<file path="src/rtl/ext_burst_seq_pkg.sv">
package ext_burst_seq_pkg;

  typedef enum logic [1:0] {
    SZ_BYTE = 2'd0,
    SZ_HALF = 2'd1,
    SZ_WORD = 2'd2,
    SZ_LINE = 2'd3
  } xfer_size_e;

  typedef enum logic [1:0] {
    LANE_NONE  = 2'b00,
    LANE_LOWER = 2'b01,
    LANE_UPPER = 2'b10,
    LANE_BOTH  = 2'b11
  } lane_e;

  typedef enum logic {
    SEQ_IDLE = 1'b0,
    SEQ_RUN  = 1'b1
  } seq_state_e;

endpackage

</file>
<file path="src/rtl/ext_burst_seq_plan.sv">
// Combinational planner: turns a request plus region attributes into a
// sequence descriptor (base, start offset, wrap mask, step, beat count).
module ext_burst_seq_plan
  import ext_burst_seq_pkg::*;
#(
  parameter int AW         = 32,
  parameter int NCS        = 4,
  parameter int CSW        = 2,
  parameter int LINE_BYTES = 32,
  parameter int OW         = 5,
  parameter int CNTW       = 5
) (
  input  logic [AW-1:0]   req_addr,
  input  logic [1:0]      req_size,
  input  logic            req_write,
  input  logic            req_cs_hit,
  input  logic [CSW-1:0]  req_cs_idx,
  input  logic            bus16_mode,
  input  logic [NCS-1:0]  cfg_port16,
  input  logic [NCS-1:0]  cfg_burst_inh,
  input  logic [NCS-1:0]  cfg_blen8,
  output logic [AW-1:0]   pl_base,
  output logic [OW-1:0]   pl_off0,
  output logic [OW-1:0]   pl_mask,
  output logic            pl_step16,
  output logic            pl_full,
  output logic            pl_burst,
  output logic [CNTW-1:0] pl_nbeats
);

  localparam logic [OW-1:0]   LINE_MASK   = OW'(LINE_BYTES - 1);
  localparam logic [CNTW-1:0] LINE_HALVES = CNTW'(LINE_BYTES / 2);
  localparam logic [CNTW-1:0] LINE_WORDS  = CNTW'(LINE_BYTES / 4);

  logic       rg_port16;
  logic       rg_inh;
  logic       rg_blen8;
  logic       eff16;
  logic       wrap_ok;
  logic [OW:0] blk_bytes;
  logic [OW-1:0] blk_mask;
  logic [OW-1:0] align_keep;
  xfer_size_e size;

  // Region attribute selection; non-chip-select defaults: 32-bit, inhibited, short
  always_comb begin
    rg_port16 = 1'b0;
    rg_inh    = 1'b1;
    rg_blen8  = 1'b0;
    for (int k = 0; k < NCS; k++) begin
      if (req_cs_hit && (req_cs_idx == CSW'(k))) begin
        rg_port16 = cfg_port16[k];
        rg_inh    = cfg_burst_inh[k];
        rg_blen8  = cfg_blen8[k];
      end
    end
  end

  always_comb begin
    size       = xfer_size_e'(req_size);
    eff16      = bus16_mode | rg_port16;
    wrap_ok    = req_cs_hit & ~rg_inh & ~req_write;
    // block = beats * port bytes = 2^(2+blen8) * 2^(port16 ? 1 : 2)
    blk_bytes  = (OW+1)'(1) << (3 + {2'b00, rg_blen8} + {2'b00, ~eff16});
    blk_mask   = OW'(blk_bytes - (OW+1)'(1));
    align_keep = eff16 ? ~OW'(1) : ~OW'(3);
  end

  always_comb begin
    pl_base   = req_addr;
    pl_off0   = '0;
    pl_mask   = '0;
    pl_step16 = eff16;
    pl_full   = 1'b0;
    pl_burst  = 1'b0;
    pl_nbeats = CNTW'(1);
    unique case (size)
      SZ_BYTE, SZ_HALF: begin
        pl_base   = req_addr;
        pl_nbeats = CNTW'(1);
      end
      SZ_WORD: begin
        pl_mask   = OW'(3);
        pl_base   = req_addr & ~AW'(3);
        pl_full   = ~eff16;
        pl_nbeats = eff16 ? CNTW'(2) : CNTW'(1);
        pl_burst  = eff16 & ~req_cs_hit;
      end
      SZ_LINE: begin
        pl_full = ~eff16;
        if (wrap_ok) begin
          pl_mask   = blk_mask;
          pl_base   = req_addr & ~AW'(blk_mask);
          pl_off0   = req_addr[OW-1:0] & blk_mask & align_keep;
          pl_nbeats = rg_blen8 ? CNTW'(8) : CNTW'(4);
          pl_burst  = 1'b1;
        end else begin
          pl_mask   = LINE_MASK;
          pl_base   = req_addr & ~AW'(LINE_MASK);
          pl_off0   = '0;
          pl_nbeats = eff16 ? LINE_HALVES : LINE_WORDS;
          pl_burst  = ~req_cs_hit & bus16_mode;
        end
      end
      default: begin
        pl_base = req_addr;
      end
    endcase
  end

endmodule

</file>
<file path="src/rtl/ext_burst_seq_beat.sv">
// Beat engine: holds the descriptor and steps through the beats on acknowledge.
module ext_burst_seq_beat
  import ext_burst_seq_pkg::*;
#(
  parameter int AW   = 32,
  parameter int OW   = 5,
  parameter int CNTW = 5
) (
  input  logic            clk,
  input  logic            rst_ni,
  input  logic            acc,
  input  logic [AW-1:0]   ld_base,
  input  logic [OW-1:0]   ld_off0,
  input  logic [OW-1:0]   ld_mask,
  input  logic            ld_step16,
  input  logic            ld_full,
  input  logic            ld_burst,
  input  logic            ld_write,
  input  logic            ld_cs,
  input  logic [CNTW-1:0] ld_nbeats,
  input  logic            beat_ack,
  output logic            busy,
  output logic [AW-1:0]   beat_addr,
  output logic [1:0]      beat_lane,
  output logic            beat_burst,
  output logic            beat_last,
  output logic            beat_write
);

  seq_state_e    state_q, state_d;
  logic [CNTW-1:0] idx_q, idx_d;
  logic [OW-1:0] off_q, off_d;
  logic [AW-1:0] base_q;
  logic [OW-1:0] mask_q;
  logic          step16_q;
  logic          full_q;
  logic          burst_q;
  logic          write_q;
  logic          cs_q;
  logic [CNTW-1:0] nbeats_q;
  logic          cfg_en;
  logic          adv;
  lane_e         lane;

  assign cfg_en = acc & (state_q == SEQ_IDLE);
  assign adv    = (state_q == SEQ_RUN) & beat_ack;

  always_comb begin
    beat_addr  = base_q | AW'(off_q & mask_q);
    beat_last  = (state_q == SEQ_RUN) & (idx_q == nbeats_q - CNTW'(1));
    busy       = (state_q == SEQ_RUN);
    beat_burst = burst_q & busy;
    beat_write = write_q & busy;
    if (!busy)          lane = LANE_NONE;
    else if (full_q)    lane = LANE_BOTH;
    else if (beat_addr[1]) lane = LANE_LOWER;
    else                lane = LANE_UPPER;
    beat_lane = lane;
  end

  // next state
  always_comb begin
    state_d = state_q;
    idx_d   = idx_q;
    off_d   = off_q;
    if (cfg_en) begin
      state_d = SEQ_RUN;
      idx_d   = '0;
      off_d   = ld_off0;
    end else if (adv) begin
      if (beat_last) begin
        state_d = SEQ_IDLE;
        idx_d   = '0;
      end else begin
        idx_d = idx_q + CNTW'(1);
        off_d = off_q + (step16_q ? OW'(2) : OW'(4));
      end
    end
  end

  // sequence registers
  always_ff @(posedge clk or negedge rst_ni) begin
    if (!rst_ni) begin
      state_q <= SEQ_IDLE;
      idx_q   <= '0;
      off_q   <= '0;
    end else begin
      state_q <= state_d;
      idx_q   <= idx_d;
      off_q   <= off_d;
    end
  end

  // descriptor registers, loaded under clock enable
  always_ff @(posedge clk or negedge rst_ni) begin
    if (!rst_ni) begin
      base_q   <= '0;
      mask_q   <= '0;
      step16_q <= 1'b0;
      full_q   <= 1'b0;
      burst_q  <= 1'b0;
      write_q  <= 1'b0;
      cs_q     <= 1'b0;
      nbeats_q <= CNTW'(1);
    end else if (cfg_en) begin
      base_q   <= ld_base;
      mask_q   <= ld_mask;
      step16_q <= ld_step16;
      full_q   <= ld_full;
      burst_q  <= ld_burst;
      write_q  <= ld_write;
      cs_q     <= ld_cs;
      nbeats_q <= ld_nbeats;
    end
  end

  assert_beat_hold_R1: assert property (@(posedge clk) disable iff (!rst_ni)
    busy && !beat_ack |=> busy && $stable(beat_addr) && $stable(beat_lane)
      && $stable(beat_burst) && $stable(beat_last));

  assert_last_ends_R8: assert property (@(posedge clk) disable iff (!rst_ni)
    busy && beat_last && beat_ack |=> !busy);

  assert_cs_write_single_R6: assert property (@(posedge clk) disable iff (!rst_ni)
    busy && beat_write && beat_burst |-> !cs_q);

  assert_wide_aligned_R7: assert property (@(posedge clk) disable iff (!rst_ni)
    busy && (beat_lane == 2'b11) |-> (beat_addr[1:0] == 2'b00));

  assert_idx_in_range_R8: assert property (@(posedge clk) disable iff (!rst_ni)
    busy |-> (idx_q < nbeats_q));

  assert_wrap_in_block_R2: assert property (@(posedge clk) disable iff (!rst_ni)
    busy && beat_ack && !beat_last |=> ((beat_addr & ~AW'(mask_q)) == base_q));

endmodule

</file>
<file path="src/rtl/ext_burst_seq.sv">
module ext_burst_seq #(
  parameter int AW         = 32,
  parameter int NCS        = 4,
  parameter int LINE_BYTES = 32,
  localparam int CSW       = (NCS > 1) ? $clog2(NCS) : 1,
  localparam int OW        = $clog2(LINE_BYTES),
  localparam int CNTW      = $clog2(LINE_BYTES / 2 + 1)
) (
  input  logic           clk,
  input  logic           rst_n,
  input  logic           bus16_mode,
  input  logic [NCS-1:0] cfg_port16,
  input  logic [NCS-1:0] cfg_burst_inh,
  input  logic [NCS-1:0] cfg_blen8,
  input  logic           req_valid,
  output logic           req_ready,
  input  logic           req_write,
  input  logic [1:0]     req_size,
  input  logic [AW-1:0]  req_addr,
  input  logic           req_cs_hit,
  input  logic [CSW-1:0] req_cs_idx,
  output logic           beat_valid,
  output logic [AW-1:0]  beat_addr,
  output logic [1:0]     beat_lane,
  output logic           beat_burst,
  output logic           beat_last,
  output logic           beat_write,
  input  logic           beat_ack
);

  logic rst_meta_q, rst_sync_q;
  logic busy;
  logic acc;
  logic [AW-1:0]   pl_base;
  logic [OW-1:0]   pl_off0;
  logic [OW-1:0]   pl_mask;
  logic            pl_step16;
  logic            pl_full;
  logic            pl_burst;
  logic [CNTW-1:0] pl_nbeats;

  // asynchronous assert, synchronous release
  always_ff @(posedge clk or negedge rst_n) begin
    if (!rst_n) begin
      rst_meta_q <= 1'b0;
      rst_sync_q <= 1'b0;
    end else begin
      rst_meta_q <= 1'b1;
      rst_sync_q <= rst_meta_q;
    end
  end

  assign req_ready  = rst_sync_q & ~busy;
  assign acc        = req_valid & req_ready;
  assign beat_valid = busy;

  ext_burst_seq_plan #(
    .AW(AW), .NCS(NCS), .CSW(CSW), .LINE_BYTES(LINE_BYTES), .OW(OW), .CNTW(CNTW)
  ) u_plan (
    .req_addr     (req_addr),
    .req_size     (req_size),
    .req_write    (req_write),
    .req_cs_hit   (req_cs_hit),
    .req_cs_idx   (req_cs_idx),
    .bus16_mode   (bus16_mode),
    .cfg_port16   (cfg_port16),
    .cfg_burst_inh(cfg_burst_inh),
    .cfg_blen8    (cfg_blen8),
    .pl_base      (pl_base),
    .pl_off0      (pl_off0),
    .pl_mask      (pl_mask),
    .pl_step16    (pl_step16),
    .pl_full      (pl_full),
    .pl_burst     (pl_burst),
    .pl_nbeats    (pl_nbeats)
  );

  ext_burst_seq_beat #(
    .AW(AW), .OW(OW), .CNTW(CNTW)
  ) u_beat (
    .clk       (clk),
    .rst_ni    (rst_sync_q),
    .acc       (acc),
    .ld_base   (pl_base),
    .ld_off0   (pl_off0),
    .ld_mask   (pl_mask),
    .ld_step16 (pl_step16),
    .ld_full   (pl_full),
    .ld_burst  (pl_burst),
    .ld_write  (req_write),
    .ld_cs     (req_cs_hit),
    .ld_nbeats (pl_nbeats),
    .beat_ack  (beat_ack),
    .busy      (busy),
    .beat_addr (beat_addr),
    .beat_lane (beat_lane),
    .beat_burst(beat_burst),
    .beat_last (beat_last),
    .beat_write(beat_write)
  );

  assert_ready_idle_R1: assert property (@(posedge clk) disable iff (!rst_sync_q)
    acc |=> beat_valid && !req_ready);

  assert_write_follows_R9: assert property (@(posedge clk) disable iff (!rst_sync_q)
    acc |=> (beat_write == $past(req_write)));

endmodule

</file>
<file path="config.mk">
export PLATFORM = sky130hd
export DESIGN_NAME = ext_burst_seq
export DESIGN_NICKNAME = d
export VERILOG_FILES = /design/src/rtl/ext_burst_seq_pkg.sv /design/src/rtl/ext_burst_seq_plan.sv /design/src/rtl/ext_burst_seq_beat.sv /design/src/rtl/ext_burst_seq.sv
export SDC_FILE = /design/constraint.sdc
export NUM_CORES = 1
export LEC_CHECK = 0
export BUFFER_PORTS_ARGS = -buffer_cell sky130_fd_sc_hd__buf_2
export CORE_MARGIN = 5
export CORE_UTILIZATION = 30
export DETAILED_ROUTE_END_ITERATION = 8
export PLACE_DENSITY = 0.53
export SYNTH_ARGS = -nofsm -noshare
export SYNTH_HDL_FRONTEND = slang
export SYNTH_SLANG_ARGS = --single-unit
export TNS_END_PERCENT = 100
</file>
<file path="constraint.sdc">
create_clock -name clk -period 3.4 [get_ports clk]
set_input_delay 1.02 -clock clk [delete_from_list [all_inputs] [get_ports clk]]
set_output_delay 1.02 -clock clk [all_outputs]
set_load 0.01 [all_outputs]
</file>
==> flow_summary_export.csv <==
group,metric,value,unit
run_status,status,"finished clean",
power_and_ir_drop,power_density,849,nW/um^2
critical_path,setup.worst_path.end_class,"primary output",
yosys,dominantRegCellSynth,"dfrtp_1",
floorplan,dieArea,12500,um^2
yosys,synth_commonest_cells,"nand2_1, dfrtp_1, buf_4, inv_1, o21ai_0",
yosys,synth-seq-cells,57,
yosys,ys.warnings.count,0,
sta,period_share,95.2,%
min_path,min_path_type,"register to register",
floorplan,ios,94,
clock_tree,numCtsBuffers,9,
global_route,grt_pass1_vias,2501,
sta,drv_slew,0,
yosys,ys_top_cells_by_area,"dfrtp_1, nand2_1, buf_4",
floorplan,die_h,112,um
critical_path,critPathMaxFanout,3,
clock_tree,htree_levels,3,
drt,drcViolationCount,0,
drt,wl_per_cell,14.2,um
drt,final_antenna_net_count,0,
drt,num_vias,2459,
yosys,syn_area_per_cell,9.10,um^2
sta,setup_violations,0,
clock_tree,clk_pin_slew_worst_paths,0.07,ns
critical_path,start_kind,"register",
drt,totalWireLength,7.79,mm
sta,tightestPinTransition,0.713,ns
sta,rsz0062_at_grt,"false",
critical_path,worstSetupPathType,"register to primary output",
clock_tree,cts_hold_buf,0,
yosys,yosysTopAreaCellShare,45.2,%
critical_path,crit_arrival,2.22,ns
sta,hold_viol,0,
power_and_ir_drop,vdd_drop_max,0.000226,V
floorplan,core_area,10200,um^2
layout,drive_above_1_share,31.6,%
floorplan,start_util,30.5,%
yosys,syn-cell-area,3100,um^2
layout,final_util,36.3,%
power_and_ir_drop,p_leak,0.00197,uW
floorplan,die_w,112,um
clock_tree,clk_latency,0.34,ns
drt,drt_iter0_markers,125,
place,place_congestion,0.780,
drt,drt-pass1-iter-count,4,
clock_tree,clock_path_buffers,2,
yosys,yosys.cell_count.top_type,"nand2_1",
yosys,syn_inst,341,
sta,tns,0,ns
floorplan,rows,37,
yosys,synth_edf_count,0,
global_route,grt_max_degree,56,
yosys,synthArstFlopShare,100,%
drt,vias_per_cell,4.49,
clock_tree,cts_tree,"yes",
sta,skew,0.0133,ns
clock_tree,cts.sinks,57,
sta,final.min_clock_period,3.24,ns
global_route,grt_usage,12.8,%
global_route,antenna_found_initial,0,
layout,fin_nets,471,
place,dp.final_hpwl,5.79,mm
sta,clock.fmax,309,MHz
place,portBuffers,93,
clock_tree,cts_setup_buffers,0,
yosys,yosysTopAreaCell,"dfrtp_1",
layout,area_growth,19.2,%
yosys,syn_nets,405,
run,maxCapViolations,0,
critical_path,worstPathRequired,2.38,ns
clock_tree,cts_root_buf,"clkbuf_8",
layout,insertedDiodeCount,0,
sta,slew_headroom,52.4,%
global_route,grt_pass1_wl,13.0,mm
yosys,seq_area_frac_synth,46.0,%
global_route,gr-total-overflow,0,
clock_tree,post_cts_resized,0,
yosys,yosysUniqueCellTypes,58,
## stage by stage
step	area (um^2)	total power (uW)	worst slack (ns)	std cells	hold WS, ns
final	3700	3140	0.164	548	0.353
after global routing	3700	3410	0.0126	548	0.373
after CTS	3690	3190	0.0689	548	0.357
after detailed placement	3490	2530	0.112	532	0.339
after global placement	3490	2500	0.169	532	0.334
after floorplan	3100	2240	0.365	341	0.331
## sequential cells by signal, indices dropped and copies added (netlist names)
name             cells
rst_meta_q           1
rst_sync_q           1
u_beat.base_q       32
u_beat.burst_q       1
u_beat.busy          1
u_beat.full_q        1
u_beat.idx_q         5
u_beat.mask_q        4
u_beat.nbeats_q      5
u_beat.off_q         4
u_beat.step16_q      1
u_beat.write_q       1
## final timing paths
path | depth (start not counted) | startpoint | end | slack (ns)
setup / recovery | 8 | u_beat.nbeats_q[0]$_DFFE_PN1P_ | beat_last | 0.16
hold / removal | 0 | rst_meta_q$_DFF_PN0_ | rst_sync_q$_DFF_PN0_ | 0.35
setup reg to reg | 8 | u_beat.nbeats_q[0]$_DFFE_PN1P_ | u_beat.off_q[2]$_DFFE_PN0P_ | 1.14
hold reg to reg | 0 | rst_meta_q$_DFF_PN0_ | rst_sync_q$_DFF_PN0_ | 0.35
max in group asynchronous | 1 | rst_sync_q$_DFF_PN0_ | u_beat.nbeats_q[3]$_DFFE_PN0P_ | 2.45
min in group asynchronous | 1 | rst_n | rst_meta_q$_DFF_PN0_ | 0.46
## cell type report
class / count / area (um^2)
clock inverters: 5 / 55.1
repair buffers: 98 / 503
inverters: 13 / 48.8
well taps: 136 / 170
flip-flops and latches: 57 / 1430
clock buffers: 11 / 141
multi-input cells: 228 / 1350
fillers: 1090 / 6490
## worst max-delay path, stage by stage (launching register included)
cell	delay [ns]
dfstp_2	0.55
inv_1	0.06
ha_1	0.23
xor2_1	0.18
o221ai_2	0.22
o2111ai_4	0.13
or2_1	0.31
inv_1	0.07
buf_2	0.13
## power breakdown
part	leakage, uW	switching [uW]	internal, uW
Sequential	0.000715	176	972
Combinational	0.00116	756	595
Clock	0.0000953	284	356
## layer usage
metal / routed length (um) / up-vias / GRT usage, %
li1: - / 1229 / -
met2: 3660 / 80 / 20.0
met5: 0 / - / 0
met4: 64 / 0 / 4.87
met1: 3570 / 1146 / 17.5
met3: 497 / 4 / 2.83
## layout by cell type (no fill, tap or decap), drive strengths merged, types with 2 or more instances in the layout
master and n:
clkinv 2, o32ai 2, mux2i 4, xnor2 4, a2bb2oi 3, nand2 118, a22o 2, and2 4
and3b 2, a21o 7, o21ai 12, clkbuf 11, ha 8, inv 13, nor3b 2, xor2 3
nor2 7, mux2 2, nand4 2, clkinvlp 2, nand3 7, a21oi 12, buf 98, nor3 2
dfrtp 56
## logic make-up after synthesis
family	after synthesis	share of synthesized area [%]
AO/OA/AOI/OAI	51	12.9
XOR/XNOR	7	1.98
adder cells (fa/ha/maj)	9	3.87
buffers and inverters	56	10.8
flip-flops	57	46.0
multiplexers	7	2.99
other	1	0.121
AND/OR/NAND/NOR	153	21.3
No activity file was read; power rests on OpenSTA's default activity.
